[config.mk]
export PLATFORM = sky130hd
export DESIGN_NAME = ide_cfg_window
export DESIGN_NICKNAME = d
export VERILOG_FILES = /design/src/rtl/ide_win_pkg.sv /design/src/rtl/ide_unlock_fsm.sv /design/src/rtl/ide_taskfile_stub.sv /design/src/rtl/ide_timing_bank.sv /design/src/rtl/ide_cfg_window.sv
export SDC_FILE = /design/constraint.sdc
export NUM_CORES = 1
export LEC_CHECK = 0
export BUFFER_PORTS_ARGS = -buffer_cell sky130_fd_sc_hd__buf_2
export CAP_MARGIN = 40
export CORE_ASPECT_RATIO = 1.25
export CORE_MARGIN = 2
export CORE_UTILIZATION = 48
export DETAILED_ROUTE_END_ITERATION = 10
export GPL_ROUTABILITY_DRIVEN = 1
export GPL_TIMING_DRIVEN = 1
export PLACE_DENSITY = 0.75
export SETUP_SLACK_MARGIN = 0.1
export SLEW_MARGIN = 20
export SYNTH_ARGS = -nofsm -noshare
export SYNTH_HDL_FRONTEND = slang
export SYNTH_SLANG_ARGS = --single-unit
[constraint.sdc]
create_clock -name clk -period 2.71 [get_ports clk]
set_input_delay 0.1355 -clock clk [delete_from_list [all_inputs] [get_ports clk]]
set_output_delay 0.1355 -clock clk [all_outputs]
set_load 0.05 [all_outputs]
[src/rtl/ide_win_pkg.sv]
package ide_win_pkg;

    localparam int BYTE_W   = 8;
    localparam int ADDR_W   = 3;
    localparam int RDATA_W  = 2 * BYTE_W;

    localparam logic [BYTE_W-1:0] KEY_UNLOCK = 8'h03;
    localparam logic [BYTE_W-1:0] KEY_RELOCK = 8'h83;
    localparam logic [BYTE_W-1:0] KEY_COMMIT = 8'h85;

    localparam logic [ADDR_W-1:0] OFF_RDTIM = 3'd0;
    localparam logic [ADDR_W-1:0] OFF_WRTIM = 3'd1;
    localparam logic [ADDR_W-1:0] OFF_KEY   = 3'd2;
    localparam logic [ADDR_W-1:0] OFF_CTRL  = 3'd3;
    localparam logic [ADDR_W-1:0] OFF_STRAP = 3'd5;
    localparam logic [ADDR_W-1:0] OFF_MISC  = 3'd6;

    typedef enum logic [1:0] {
        SEQ_IDLE = 2'd0,
        SEQ_ONE  = 2'd1,
        SEQ_TWO  = 2'd2,
        SEQ_OPEN = 2'd3
    } seq_e;

    typedef struct packed {
        logic              rd;
        logic              wr;
        logic              wide;
        logic [ADDR_W-1:0] addr;
        logic [BYTE_W-1:0] wdata;
    } bus_req_t;

    typedef struct packed {
        logic [BYTE_W-1:0] rd_tim;
        logic [BYTE_W-1:0] wr_tim;
    } tim_set_t;

    function automatic logic is_probe_read(bus_req_t r);
        return r.rd && r.wide && (r.addr == OFF_WRTIM);
    endfunction

    function automatic logic is_key_write(bus_req_t r, logic [BYTE_W-1:0] key);
        return r.wr && !r.wide && (r.addr == OFF_KEY) && (r.wdata == key);
    endfunction

endpackage

[src/rtl/ide_unlock_fsm.sv]
module ide_unlock_fsm
    import ide_win_pkg::*;
(
    input  logic     clk,
    input  logic     rst,
    input  bus_req_t req,
    output seq_e     state
);

    seq_e state_nx;

    always_comb begin
        state_nx = state;
        unique case (state)
            SEQ_IDLE: if (is_probe_read(req)) state_nx = SEQ_ONE;
            SEQ_ONE: begin
                if (req.rd || req.wr)
                    state_nx = is_probe_read(req) ? SEQ_TWO : SEQ_IDLE;
            end
            SEQ_TWO: begin
                if (req.rd || req.wr)
                    state_nx = is_key_write(req, KEY_UNLOCK) ? SEQ_OPEN : SEQ_IDLE;
            end
            SEQ_OPEN: if (is_key_write(req, KEY_RELOCK)) state_nx = SEQ_IDLE;
            default:  state_nx = SEQ_IDLE;
        endcase
    end

    always_ff @(posedge clk) begin
        if (rst) state <= SEQ_IDLE;
        else     state <= state_nx;
    end

endmodule

[src/rtl/ide_taskfile_stub.sv]
module ide_taskfile_stub
    import ide_win_pkg::*;
#(
    parameter int NREG = 8
) (
    input  logic              clk,
    input  logic              rst,
    input  logic              we,
    input  logic [ADDR_W-1:0] addr,
    input  logic [BYTE_W-1:0] wdata,
    output logic [BYTE_W-1:0] rdata
);

    logic [BYTE_W-1:0] regs [NREG];

    for (genvar g = 0; g < NREG; g++) begin : g_reg
        always_ff @(posedge clk) begin
            if (rst)
                regs[g] <= '0;
            else if (we && (addr == ADDR_W'(g)))
                regs[g] <= wdata;
        end
    end

    assign rdata = regs[addr];

endmodule

[src/rtl/ide_timing_bank.sv]
module ide_timing_bank
    import ide_win_pkg::*;
#(
    parameter int                NDEV      = 2,
    parameter logic [BYTE_W-1:0] TIM_RESET = 8'hFF
) (
    input  logic                         clk,
    input  logic                         rst,
    input  logic                         wr_rdtim,
    input  logic                         wr_wrtim,
    input  logic                         wr_ctrl,
    input  logic                         wr_misc,
    input  logic [BYTE_W-1:0]            wdata,
    output logic [BYTE_W-1:0]            sel_rdtim,
    output logic [BYTE_W-1:0]            sel_wrtim,
    output logic [BYTE_W-1:0]            ctrl_q,
    output logic [BYTE_W-1:0]            misc_q,
    output logic [NDEV*BYTE_W-1:0]       act_rd,
    output logic [NDEV*BYTE_W-1:0]       act_wr,
    output logic [BYTE_W-$clog2(NDEV)-1:0] act_asu
);

    localparam int DEVSEL_W = $clog2(NDEV);
    localparam int ASU_W    = BYTE_W - DEVSEL_W;

    tim_set_t             staged [NDEV];
    tim_set_t             active [NDEV];
    logic [DEVSEL_W-1:0]  devsel;
    logic                 commit;

    assign devsel = misc_q[DEVSEL_W-1:0];
    assign commit = wr_ctrl && (wdata == KEY_COMMIT);

    always_ff @(posedge clk) begin
        if (rst) begin
            ctrl_q  <= '0;
            misc_q  <= '0;
            act_asu <= '1;
        end else begin
            if (wr_ctrl) ctrl_q <= wdata;
            if (wr_misc) misc_q <= wdata;
            if (commit)  act_asu <= misc_q[BYTE_W-1:DEVSEL_W];
        end
    end

    for (genvar g = 0; g < NDEV; g++) begin : g_dev
        logic here;
        assign here = (devsel == DEVSEL_W'(g));

        always_ff @(posedge clk) begin
            if (rst) begin
                staged[g] <= '{rd_tim: TIM_RESET, wr_tim: TIM_RESET};
                active[g] <= '{rd_tim: TIM_RESET, wr_tim: TIM_RESET};
            end else begin
                if (wr_rdtim && here) staged[g].rd_tim <= wdata;
                if (wr_wrtim && here) staged[g].wr_tim <= wdata;
                if (commit)           active[g]        <= staged[g];
            end
        end

        assign act_rd[g*BYTE_W +: BYTE_W] = active[g].rd_tim;
        assign act_wr[g*BYTE_W +: BYTE_W] = active[g].wr_tim;
    end

    assign sel_rdtim = staged[devsel].rd_tim;
    assign sel_wrtim = staged[devsel].wr_tim;

    logic unused_w;
    assign unused_w = (ASU_W == 0);

endmodule

[src/rtl/ide_cfg_window.sv]
module ide_cfg_window
    import ide_win_pkg::*;
#(
    parameter int                NDEV      = 2,
    parameter logic [BYTE_W-1:0] TIM_RESET = 8'hFF
) (
    input  logic                           clk,
    input  logic                           rst,
    input  logic                           bus_rd,
    input  logic                           bus_wr,
    input  logic                           bus_wide,
    input  logic [ADDR_W-1:0]              bus_addr,
    input  logic [BYTE_W-1:0]              bus_wdata,
    input  logic                           strap_clk25,
    output logic [RDATA_W-1:0]             bus_rdata,
    output logic                           window_open,
    output logic [NDEV*BYTE_W-1:0]         dev_rd_timing,
    output logic [NDEV*BYTE_W-1:0]         dev_wr_timing,
    output logic [BYTE_W-$clog2(NDEV)-1:0] addr_setup
);

    bus_req_t          req;
    seq_e              state;
    logic              is_open;
    logic              tf_we;
    logic              cfg_wr;
    logic [BYTE_W-1:0] tf_rdata;
    logic [BYTE_W-1:0] sel_rdtim, sel_wrtim, ctrl_q, misc_q;
    logic [BYTE_W-1:0] strap_byte;
    logic [BYTE_W-1:0] rd_byte;

    assign req = '{rd: bus_rd, wr: bus_wr, wide: bus_wide,
                   addr: bus_addr, wdata: bus_wdata};

    ide_unlock_fsm u_fsm (
        .clk   (clk),
        .rst   (rst),
        .req   (req),
        .state (state)
    );

    assign is_open     = (state == SEQ_OPEN);
    assign window_open = is_open;
    assign strap_byte  = {{(BYTE_W-1){1'b0}}, strap_clk25};

    assign tf_we  = bus_wr && !is_open &&
                    !((state == SEQ_TWO) && is_key_write(req, KEY_UNLOCK));
    assign cfg_wr = bus_wr && is_open;

    ide_taskfile_stub u_tf (
        .clk   (clk),
        .rst   (rst),
        .we    (tf_we),
        .addr  (bus_addr),
        .wdata (bus_wdata),
        .rdata (tf_rdata)
    );

    ide_timing_bank #(.NDEV(NDEV), .TIM_RESET(TIM_RESET)) u_bank (
        .clk       (clk),
        .rst       (rst),
        .wr_rdtim  (cfg_wr && (bus_addr == OFF_RDTIM)),
        .wr_wrtim  (cfg_wr && (bus_addr == OFF_WRTIM)),
        .wr_ctrl   (cfg_wr && (bus_addr == OFF_CTRL)),
        .wr_misc   (cfg_wr && (bus_addr == OFF_MISC)),
        .wdata     (bus_wdata),
        .sel_rdtim (sel_rdtim),
        .sel_wrtim (sel_wrtim),
        .ctrl_q    (ctrl_q),
        .misc_q    (misc_q),
        .act_rd    (dev_rd_timing),
        .act_wr    (dev_wr_timing),
        .act_asu   (addr_setup)
    );

    always_comb begin
        rd_byte = tf_rdata;
        if (is_open) begin
            unique case (bus_addr)
                OFF_RDTIM: rd_byte = sel_rdtim;
                OFF_WRTIM: rd_byte = sel_wrtim;
                OFF_CTRL:  rd_byte = ctrl_q;
                OFF_STRAP: rd_byte = strap_byte;
                OFF_MISC:  rd_byte = misc_q;
                default:   rd_byte = '0;
            endcase
        end else if ((state == SEQ_TWO) && (bus_addr == OFF_STRAP)) begin
            rd_byte = strap_byte;
        end
    end

    always_ff @(posedge clk) begin
        if (rst)         bus_rdata <= '0;
        else if (bus_rd) bus_rdata <= {{(RDATA_W-BYTE_W){1'b0}}, rd_byte};
    end

endmodule

==> results.md, run 1 <==
* Port bufs at 64
* Post-Syn Instances at 559
* DIE AREA at 16400 um^2
* Combinational share of power at 6.4%
* RSZ-0062 raised after global routing: false
* Setup slack, reg-to-reg at 0.62 ns
* Main synth FF type: edfxtp_1
* I/O pin cnt at 73
* Sw Ratio at 22.5%
* Met2 WL at 9.02 mm
* DRC violations left at 0
* Crit Path Class: flip-flop to flip-flop
* Post-route minimum period at 2.09 ns
* Die Y at 143 um
* Largest net degree at the start of global routing at 40
* First-pass GRT wire length at 26.9 mm
* GRT Total Usage at 22.2%
* Peak supply drop at 314 uV
* Clock Skews at 0.00801 ns
* Remaining antenna violation count at 0
* Yosys reg bits at 162
* Dpl cells at 786
* H-tree depth at 4
* DRT iter0 DRCs at 531
* Final HPWL DP at 11.8 mm
* Congestion Overflow GR at 0
* Setup violation total in the final timing report at 0
* Crit-path cells: nand2_1 -> inv_1 -> nand3_1 -> nor3_2 -> or2b_1
* # Max-Cap Violations at 0
* Clock buffer depth at 2
* Startpoint types: flip-flop
* Synth top area cells: edfxtp_1 52%, dfxtp_1 9.2%, mux4_2 6.4%
* Vias/cell at 5.83
* Area growth syn-to-layout at 14.0%
* Crit path DAT at 2.27 ns
* Die Wd at 115 um
* Avg Inst Size Synth at 13.2 um^2
* Highest Clock Rate at 479 MHz
* Wire length per cell at 20.8 um
* Net switching power at 1240 uW
* Post-CTS Setup Bufs at 0
* Critical-path top delay cell: dfxtp_1
* Initial core utilization at 49.1%
* Via count at 4766
* Metal3 WL at 963 um
* Largest area contributor in the netlist: edfxtp_1
* Initial antenna violation count at 0
* Unique masters post-synth at 58
* Clk Latency, worst-skew pair at 0.42 ns
* TritonCTS sink count at 162
* Setup_tns at 0 ns
* Yosys warnings at 0
* Core Rows at 50
* Layout cell share with drive strength beyond 1 at 25.2%
* Int Power at 4270 uW
* TritonCTS clock tree: built
* Pwr dens at 655 nW/um^2
* Critical Path End Type: flip-flop
* Hold-fix buffers at CTS at 0
* Worst Max-Slew Pin Slew at 0.664 ns
* Antenna Cells at 0
* Worst setup path start: u_fsm.state[0]
* Worst-path clk slew at 0.06 ns
* Final WL at 17.0 mm
* Clk pwr share at 44.0%
* Max FO, Critical Path at 9
* Max transition margin at 55.7%
* First-pass DRT Iterations at 5
* FF-to-FF path depth at 5
* Area share of the leading cell type in the synthesized netlist at 52.2%
* Nets at 640
* Clk root buf: clkbuf_16
* Post-CTS Resized at 0
* Reg2reg end: u_bank.staged[1][0]
* Hold Path Class: input pin to flip-flop
* Finished Layout Cells at 818
* Pleak at 0.00274 uW
* Cell Area, Synth at 7370 um^2
* Tcrit/Tclk final at 77.0%
* Final core occ at 55.9%
* Sequential power share at 49.6%
* Crit path to: u_bank.staged[1][0]
* GP Congestion at 0.859
* Seq/Total Area, Yosys at 61.4%
* Vias in the first global route at 4820
* Outcome: finished clean
* Top sig layer: met4
* Total CTS buffers at 17
* Crit path required time at 2.89 ns
* FF-to-FF Start: u_fsm.state[0]
* Pins over their slew limit at 0
* Post-synth EDFFs at 128
* Delay of the slowest critical-path stage at 0.54 ns
* Final Hold Viols at 0
* Asr flop ratio synth at 0%
* Core area at 15000 um^2
* M1 WL at 6.31 mm
==> stage by stage <==
stage                     setup WS, ns  hold slack, ns  power, uW  cell area (um^2)
after floorplan                  0.518           0.307       3030              7400
after global placement           0.696           0.461       3120              7800
after detailed placement         0.650           0.468       3130              7800
after CTS                        0.656          0.0643       5520              8400
after global routing             0.444          0.0768       5660              8400
final                            0.622          0.0630       5500              8400
==> cells in the mapped netlist, drive strengths merged, types with 2 or more instances <==
library cell / count
and3: 2
o22ai: 2
nand4: 3
nor2: 22
buf: 25
mux2i: 21
and2: 66
nor3: 7
nand3: 8
nand3b: 3
a211oi: 2
nor2b: 3
or2: 16
or3: 35
edfxtp: 128
nor3b: 3
and3b: 2
inv: 3
o221ai: 6
nand2b: 22
nand2: 34
xnor2: 2
mux4: 21
a21oi: 23
dfxtp: 34
a21o: 2
o21a: 2
clkbuf: 20
o21ai: 20
o22a: 7
==> cell usage in the layout, fill, tap and decap left out, drive strengths merged, types with 5 or more instances in the layout <==
cell type  netlist  routed
a21oi           23      23
and2            66      66
buf             25      83
clkbuf          20      19
clkinv           1       7
conb             1       8
dfxtp           34      34
edfxtp         128     128
inv              3       5
mux2i           21      21
mux4            21      21
nand2           34      34
nand2b          22      22
nand3            8       8
nor2            22      22
nor3             7       7
o21ai           20      20
o221ai           6       6
o22a             7       7
or2             16      16
or3             35      35
==> power by group through the flow <==
stage	clock [uW]	combinational [uW]	sequential [uW]
finish	2420	350	2730
detailed placement	0	348	2790
global route	2550	375	2730
global placement	0	342	2780
floorplan	0	221	2800
CTS	2440	350	2730
==> flip-flops by register name (all words and copies together), names as in the netlist, named ones only <==
signal          flops
u_bank.active      32
u_tf.regs          64
u_bank.staged      32
u_bank.misc_q       8
bus_rdata           8
u_fsm.state         2
u_bank.act_asu      7
u_bank.ctrl_q       8
==> cells by family after synthesis <==
logic type      Yosys count  synth area share (%)
buf+inv                  49                  4.02
mux                      42                  9.27
flops                   162                  61.4
simple gates            230                  18.8
xor+xnor                  2                 0.238
compound gates           73                  6.26
other cells               1                0.0509
==> worst min-delay path by stage <==
stage | cells after the start | endpoint | from
2_1_floorplan | 1 | u_bank.staged[1][0] | bus_wdata[0]
3_3_place_gp | 2 | bus_rdata[4] | bus_rdata[4]
3_5_place_dp | 2 | bus_rdata[5] | bus_rdata[5]
4_1_cts | 3 | bus_rdata[0] | strap_clk25
5_1_grt | 3 | bus_rdata[0] | strap_clk25
6_report | 3 | bus_rdata[0] | strap_clk25
==> critical path, delay by kind of cell (launching register included) <==
kind / cells / cell delay, ns
simple gates: 4 / 1.15
buf+inv: 1 / 0.14
flops: 1 / 0.54
==> routing by layer <==
layer / track usage (%) / up-vias
met4: 10.9 / 0
met3: 4.86 / 45
met2: 38.8 / 190
met5: 0 / -
met1: 25.8 / 2357
li1: - / 2174
==> area by class of cell <==
| cell class | instances | area, um^2 |
|---|---|---|
| clock buffer | 19 | 433 |
| fill | 1239 | 6620 |
| tap | 182 | 228 |
| timing repair buffer | 83 | 463 |
| inverter | 4 | 15.0 |
| clock inverter | 13 | 160 |
| multi-input combinational | 355 | 2570 |
| sequential | 162 | 4520 |
Note: power is estimated with default switching activity, not from simulation.
==> run 2, diff against run 1 <==
- clock period: 2.71 -> 2.05 ns (I/O delays scaled with it)
==> results.md, run 2 (synthesis results as in run 1) <==
* Largest net degree at the start of global routing at 57
* Final setup margin at 0.173 ns
* Hold Crit Depth at 2
* Peak supply drop at 429 uV
* Most common cell after layout, fill and taps aside: edfxtp_1
* Antenna Cells at 0
* Worst-path clk slew at 0.06 ns
* TritonCTS sink count at 162
* Delay-heaviest family, CP: simple AND/OR/NAND/NOR gates
* Post-CTS Setup Bufs at 0
* Critical-path top delay cell: dfxtp_2
* Setup slack, reg-to-reg at 0.17 ns
* Crit Path Class: flip-flop to flip-flop
* Die Wd at 115 um
* Clk Latency, worst-skew pair at 0.42 ns
* Setup violation total in the final timing report at 0
* DRC violations left at 0
* Pins over their slew limit at 0
* First-pass GRT wire length at 26.6 mm
* TritonCTS clock tree: built
* Crit path required time at 2.22 ns
* Clock buffer depth at 2
* Crit-path cells: nand2_1 -> and2_1 -> nand2_1 -> nor2_1 -> buf_4 -> and2_1
* Core area at 15000 um^2
* Register with the most flip-flops: u_tf.regs
* Initial antenna violation count at 0
* DIE AREA at 16400 um^2
* Buffers plus inverters on the worst setup path at 1
* Max FO, Critical Path at 9
* Most frequent cells in the layout: 128 x edfxtp_1, 66 x and2_1, 64 x buf_2
* # Max-Cap Violations at 0
* Startpoint types: flip-flop
* Vias in the first global route at 4928
* Final Hold Viols at 0
* Final core occ at 57.0%
* Pleak at 0.00285 uW
* Max transition margin at 61.4%
* Congestion Overflow GR at 0
* Hold EP: bus_rdata[0]
* Hold path start: bus_rd
* Crit path DAT at 2.05 ns
* Setup_tns at 0 ns
* Tcrit/Tclk final at 91.6%
* RSZ-0062 raised after global routing: true
* Delay of the slowest critical-path stage at 0.44 ns
* Reg2reg end: u_tf.regs[1][7]
* Worst Max-Slew Pin Slew at 0.575 ns
* Area post-placement at 7950 um^2
* Final WL at 17.5 mm
* Remaining antenna violation count at 0
* FF-to-FF Start: u_fsm.state[1]
* Max reg flops at 64
* Post-Place Worst Slack at 0.0704 ns
* Post-CTS Resized at 3
* Vias/cell at 5.80
* Layout cell share with drive strength beyond 1 at 27.8%
* Via count at 4839
* Die Y at 143 um
* Final Instance Area at 8560 um^2
* Nets at 656
* Core Rows at 50
* Final HPWL DP at 12.0 mm
* Largest regs: u_tf.regs (64), u_bank.active (32), u_bank.staged (32)
* Critical Path End Type: flip-flop
* Area growth syn-to-layout at 16.2%
* I/O pin cnt at 73
* Total CTS buffers at 17
* GRT Total Usage at 22.2%
* Pwr dens at 851 nW/um^2
* H-tree depth at 4
* GP Congestion at 0.878
* Post-route minimum period at 1.88 ns
* Outcome: finished clean
* DRT iter0 DRCs at 439
* Hold Path Class: input pin to flip-flop
* Highest Clock Rate at 533 MHz
* Clk root buf: clkbuf_16
* Hold-fix buffers at CTS at 0
* Initial core utilization at 49.1%
* Wire length per cell at 20.9 um
* Port bufs at 64
* Total power at 7290 uW
* FF-to-FF path depth at 6
* Clock Skews at 0.00989 ns
* First-pass DRT Iterations at 5
run 2: cell types whose count changed in the layout (fill, tap and decap cells not counted), sizes merged:
| cell | previous run | this run |
|---|---|---|
| clkbuf | 19 | 18 |
| clkinvlp | 2 | 1 |
| clkinv | 7 | 9 |
| buf | 83 | 99 |
run 2: area by class of cell:
cell class                 instances  area (um^2)
fill                            1226         6450
tap                              182          228
multi-input combinational        355         2590
clock buffer                      18          429
clock inverter                    14          161
timing repair buffer              99          608
sequential                       162         4530
inverter                           4         15.0
run 2: layer usage:
metal,global-route usage (%),share of wire [%]
met2,39.1,52
met1,26.1,38
met3,3.62,5.3
met4,11.2,4.5
met5,0,0
run 2: worst max path at each step:
| stage | startpoint | endpoint | slack, ns | depth (start not counted) |
|---|---|---|---|---|
| CTS | u_fsm.state[0] | u_tf.regs[2][2] | 0.20 | 5 |
| finish | u_fsm.state[1] | u_tf.regs[1][7] | 0.17 | 6 |
| global placement | u_fsm.state[0] | u_bank.staged[1][14] | 0.16 | 5 |
| detailed placement | u_fsm.state[1] | u_bank.staged[1][12] | 0.07 | 5 |
| global route | u_fsm.state[0] | u_tf.regs[1][7] | 0.11 | 6 |
| floorplan | u_fsm.state[0] | u_bank.staged[1][0] | 0.07 | 5 |
run 2: metrics by stage:
step / hold slack (ns) / instances
after floorplan: 0.274 / 566
after global placement: 0.464 / 802
after detailed placement: 0.463 / 802
after CTS: 0.0248 / 834
after global routing: 0.0467 / 834
final: 0.0380 / 834
run 2: worst reg2reg max path, delay by kind of cell, from the launching register on:
family | cells | cell delay, ns
buf+inv | 1 | 0.17
flops | 1 | 0.44
simple gates | 5 | 1.01
run 2: power by group:
part	switching (uW)	total [uW]	internal, uW
registers	19.3	3610	3590
logic	341	492	151
clock network	1270	3180	1910
total	1640	7290	5650
==> run 3, diff against run 2 <==
- CORE_ASPECT_RATIO: 1.25 -> not set
==> results.md, run 3 (synthesis results as in run 1) <==
* Crit-path cells: nand2_1 -> and2_1 -> nand2_1 -> nor2_1 -> buf_4 -> and2_1
* Initial core utilization at 48.8%
* Pwr dens at 841 nW/um^2
* Worst setup path start: u_fsm.state[1]
* Cell depth of the worst setup path at 6
* Vias/cell at 5.66
* Core area at 15100 um^2
* Area post-placement at 8000 um^2
* # Max-Cap Violations at 0
* Crit path to: u_tf.regs[2][2]
* Crit Path Class: flip-flop to flip-flop
* Vias in the first global route at 4783
* Pleak at 0.00287 uW
* Wire length per cell at 20.4 um
* Area growth syn-to-layout at 16.6%
* Critical Path End Type: flip-flop
* GP Congestion at 0.998
* Congestion Overflow GR at 0
* RSZ-0062 raised after global routing: false
* Hold-fix buffers at CTS at 0
* DIE AREA at 16400 um^2
* Crit path DAT at 2.01 ns
* Worst-path clk slew at 0.06 ns
* Remaining antenna violation count at 0
* Core Rows at 45
* DRC violations left at 0
* Layout cell share with drive strength beyond 1 at 28.2%
* Die Wd at 128 um
* DRT iter0 DRCs at 409
* Sw Ratio at 23.2%
* Clk root buf: clkbuf_16
* Max transition margin at 62.9%
* First-pass GRT wire length at 26.5 mm
* FF-to-FF Start: u_fsm.state[1]
* Sequential power share at 50.0%
* Post-route minimum period at 1.84 ns
* Clk Latency, worst-skew pair at 0.42 ns
* Clock buffer depth at 2
* First-pass DRT Iterations at 4
* Outcome: finished clean
* Most common cell after layout, fill and taps aside: edfxtp_1
* Crit path required time at 2.22 ns
* Max FO, Critical Path at 9
* Final WL at 17.2 mm
* Int Power at 5550 uW
* Highest Clock Rate at 545 MHz
* GRT Total Usage at 21.9%
* Die Y at 128 um
* Largest regs: u_tf.regs (64), u_bank.active (32), u_bank.staged (32)
* Most frequent cells in the layout: 128 x edfxtp_1, 66 x and2_1, 64 x buf_2
* Net switching power at 1680 uW
* Antenna Cells at 0
* Post-Place Worst Slack at 0.0622 ns
* Final setup margin at 0.214 ns
* Final HPWL DP at 12.3 mm
* Setup_tns at 0 ns
* H-tree depth at 4
* Buffers plus inverters on the worst setup path at 1
* Tcrit/Tclk final at 89.6%
* Largest net degree at the start of global routing at 40
* Peak supply drop at 987 uV
* Worst Max-Slew Pin Slew at 0.555 ns
* Pins over their slew limit at 0
* Port bufs at 64
* Total CTS buffers at 17
* TritonCTS clock tree: built
* Delay-heaviest family, CP: simple AND/OR/NAND/NOR gates
* FF-to-FF path depth at 6
* Final Instance Area at 8590 um^2
* Nets at 659
* Delay of the slowest critical-path stage at 0.43 ns
* Setup slack, reg-to-reg at 0.21 ns
* Critical-path top delay cell: dfxtp_2
* TritonCTS sink count at 162
* Reg2reg end: u_tf.regs[2][2]
* Initial antenna violation count at 0
* Combinational share of power at 6.8%
* Via count at 4773
* Register with the most flip-flops: u_tf.regs
* Hold Path Class: input pin to flip-flop
* Clk pwr share at 43.2%
* I/O pin cnt at 73
* Clock Skews at 0.00715 ns
* Max reg flops at 64
* Startpoint types: flip-flop
* Setup violation total in the final timing report at 0
* Final Hold Viols at 0
## run 3: cell types whose count changed in the layout (fill, tap and decap cells not counted)
cell	previous run	this run
clkinv_1	5	2
buf_4	33	35
clkinv_4	3	5
nor2_1	19	21
nor2_2	2	0
buf_12	2	3
bufinv_16	3	2
clkbuf_1	1	0
clkinv_2	1	2
clkinvlp_4	1	2
dfxtp_1	32	33
dfxtp_2	2	1
inv_6	2	3
## run 3: final cells by class
cell class                      count  area [um^2]
Fill cell                        1225         6500
Sequential cell                   162         4530
Multi-Input combinational cell    355         2590
Timing Repair Buffer              102          643
Clock buffer                       17          425
Tap cell                          188          235
Clock inverter                     15          159
Inverter                            4         15.0
## run 3: worst min path at each step
stage	startpoint	to	slack, ns	cells past startpoint
floorplan	bus_wdata[0]	u_bank.staged[1][0]	0.27	1
global placement	bus_rdata[7]	bus_rdata[7]	0.45	2
detailed placement	bus_rdata[7]	bus_rdata[7]	0.44	2
CTS	bus_wdata[6]	u_bank.ctrl_q[6]	0.04	3
global route	bus_wdata[6]	u_bank.ctrl_q[6]	0.07	3
finish	bus_wdata[6]	u_bank.ctrl_q[6]	0.07	3
## run 3: through the flow
| stage | hold WS [ns] | total power (uW) | std cells | utilization (%) |
|---|---|---|---|---|
| after global placement | 0.448 | 4160 | 811 | 53.0 |
| final | 0.0701 | 7220 | 843 | 56.9 |
| after floorplan | 0.274 | 4000 | 566 | - |
| after detailed placement | 0.442 | 4170 | 811 | 53.0 |
| after global routing | 0.0654 | 7410 | 843 | 56.9 |
| after CTS | 0.0391 | 7260 | 843 | 56.9 |
## run 3: timing repair
action                     CTS  global route
setup endpoints to repair    8            88
setup buffers                0             0
gates resized for setup      1             2
## run 3: worst min-delay path, cell delays in order
cell,delay [ns]
buf_2,0.19
nand2_1,0.09
a21oi_1,0.05
## run 3: power by group through the flow
stage          registers (uW)  clock network, uW  logic (uW)
2_1_floorplan            3710                  0         293
3_3_place_gp             3680                  0         475
3_5_place_dp             3690                  0         485
4_1_cts                  3620               3160         487
5_1_grt                  3620               3270         521
6_report                 3620               3120         489
## run 3: routing by layer
layer	GRT usage, %	share of wire [%]
met1	27.9	41
met2	36.0	50
met3	5.22	5.8
met4	9.57	3.1
met5	0	0
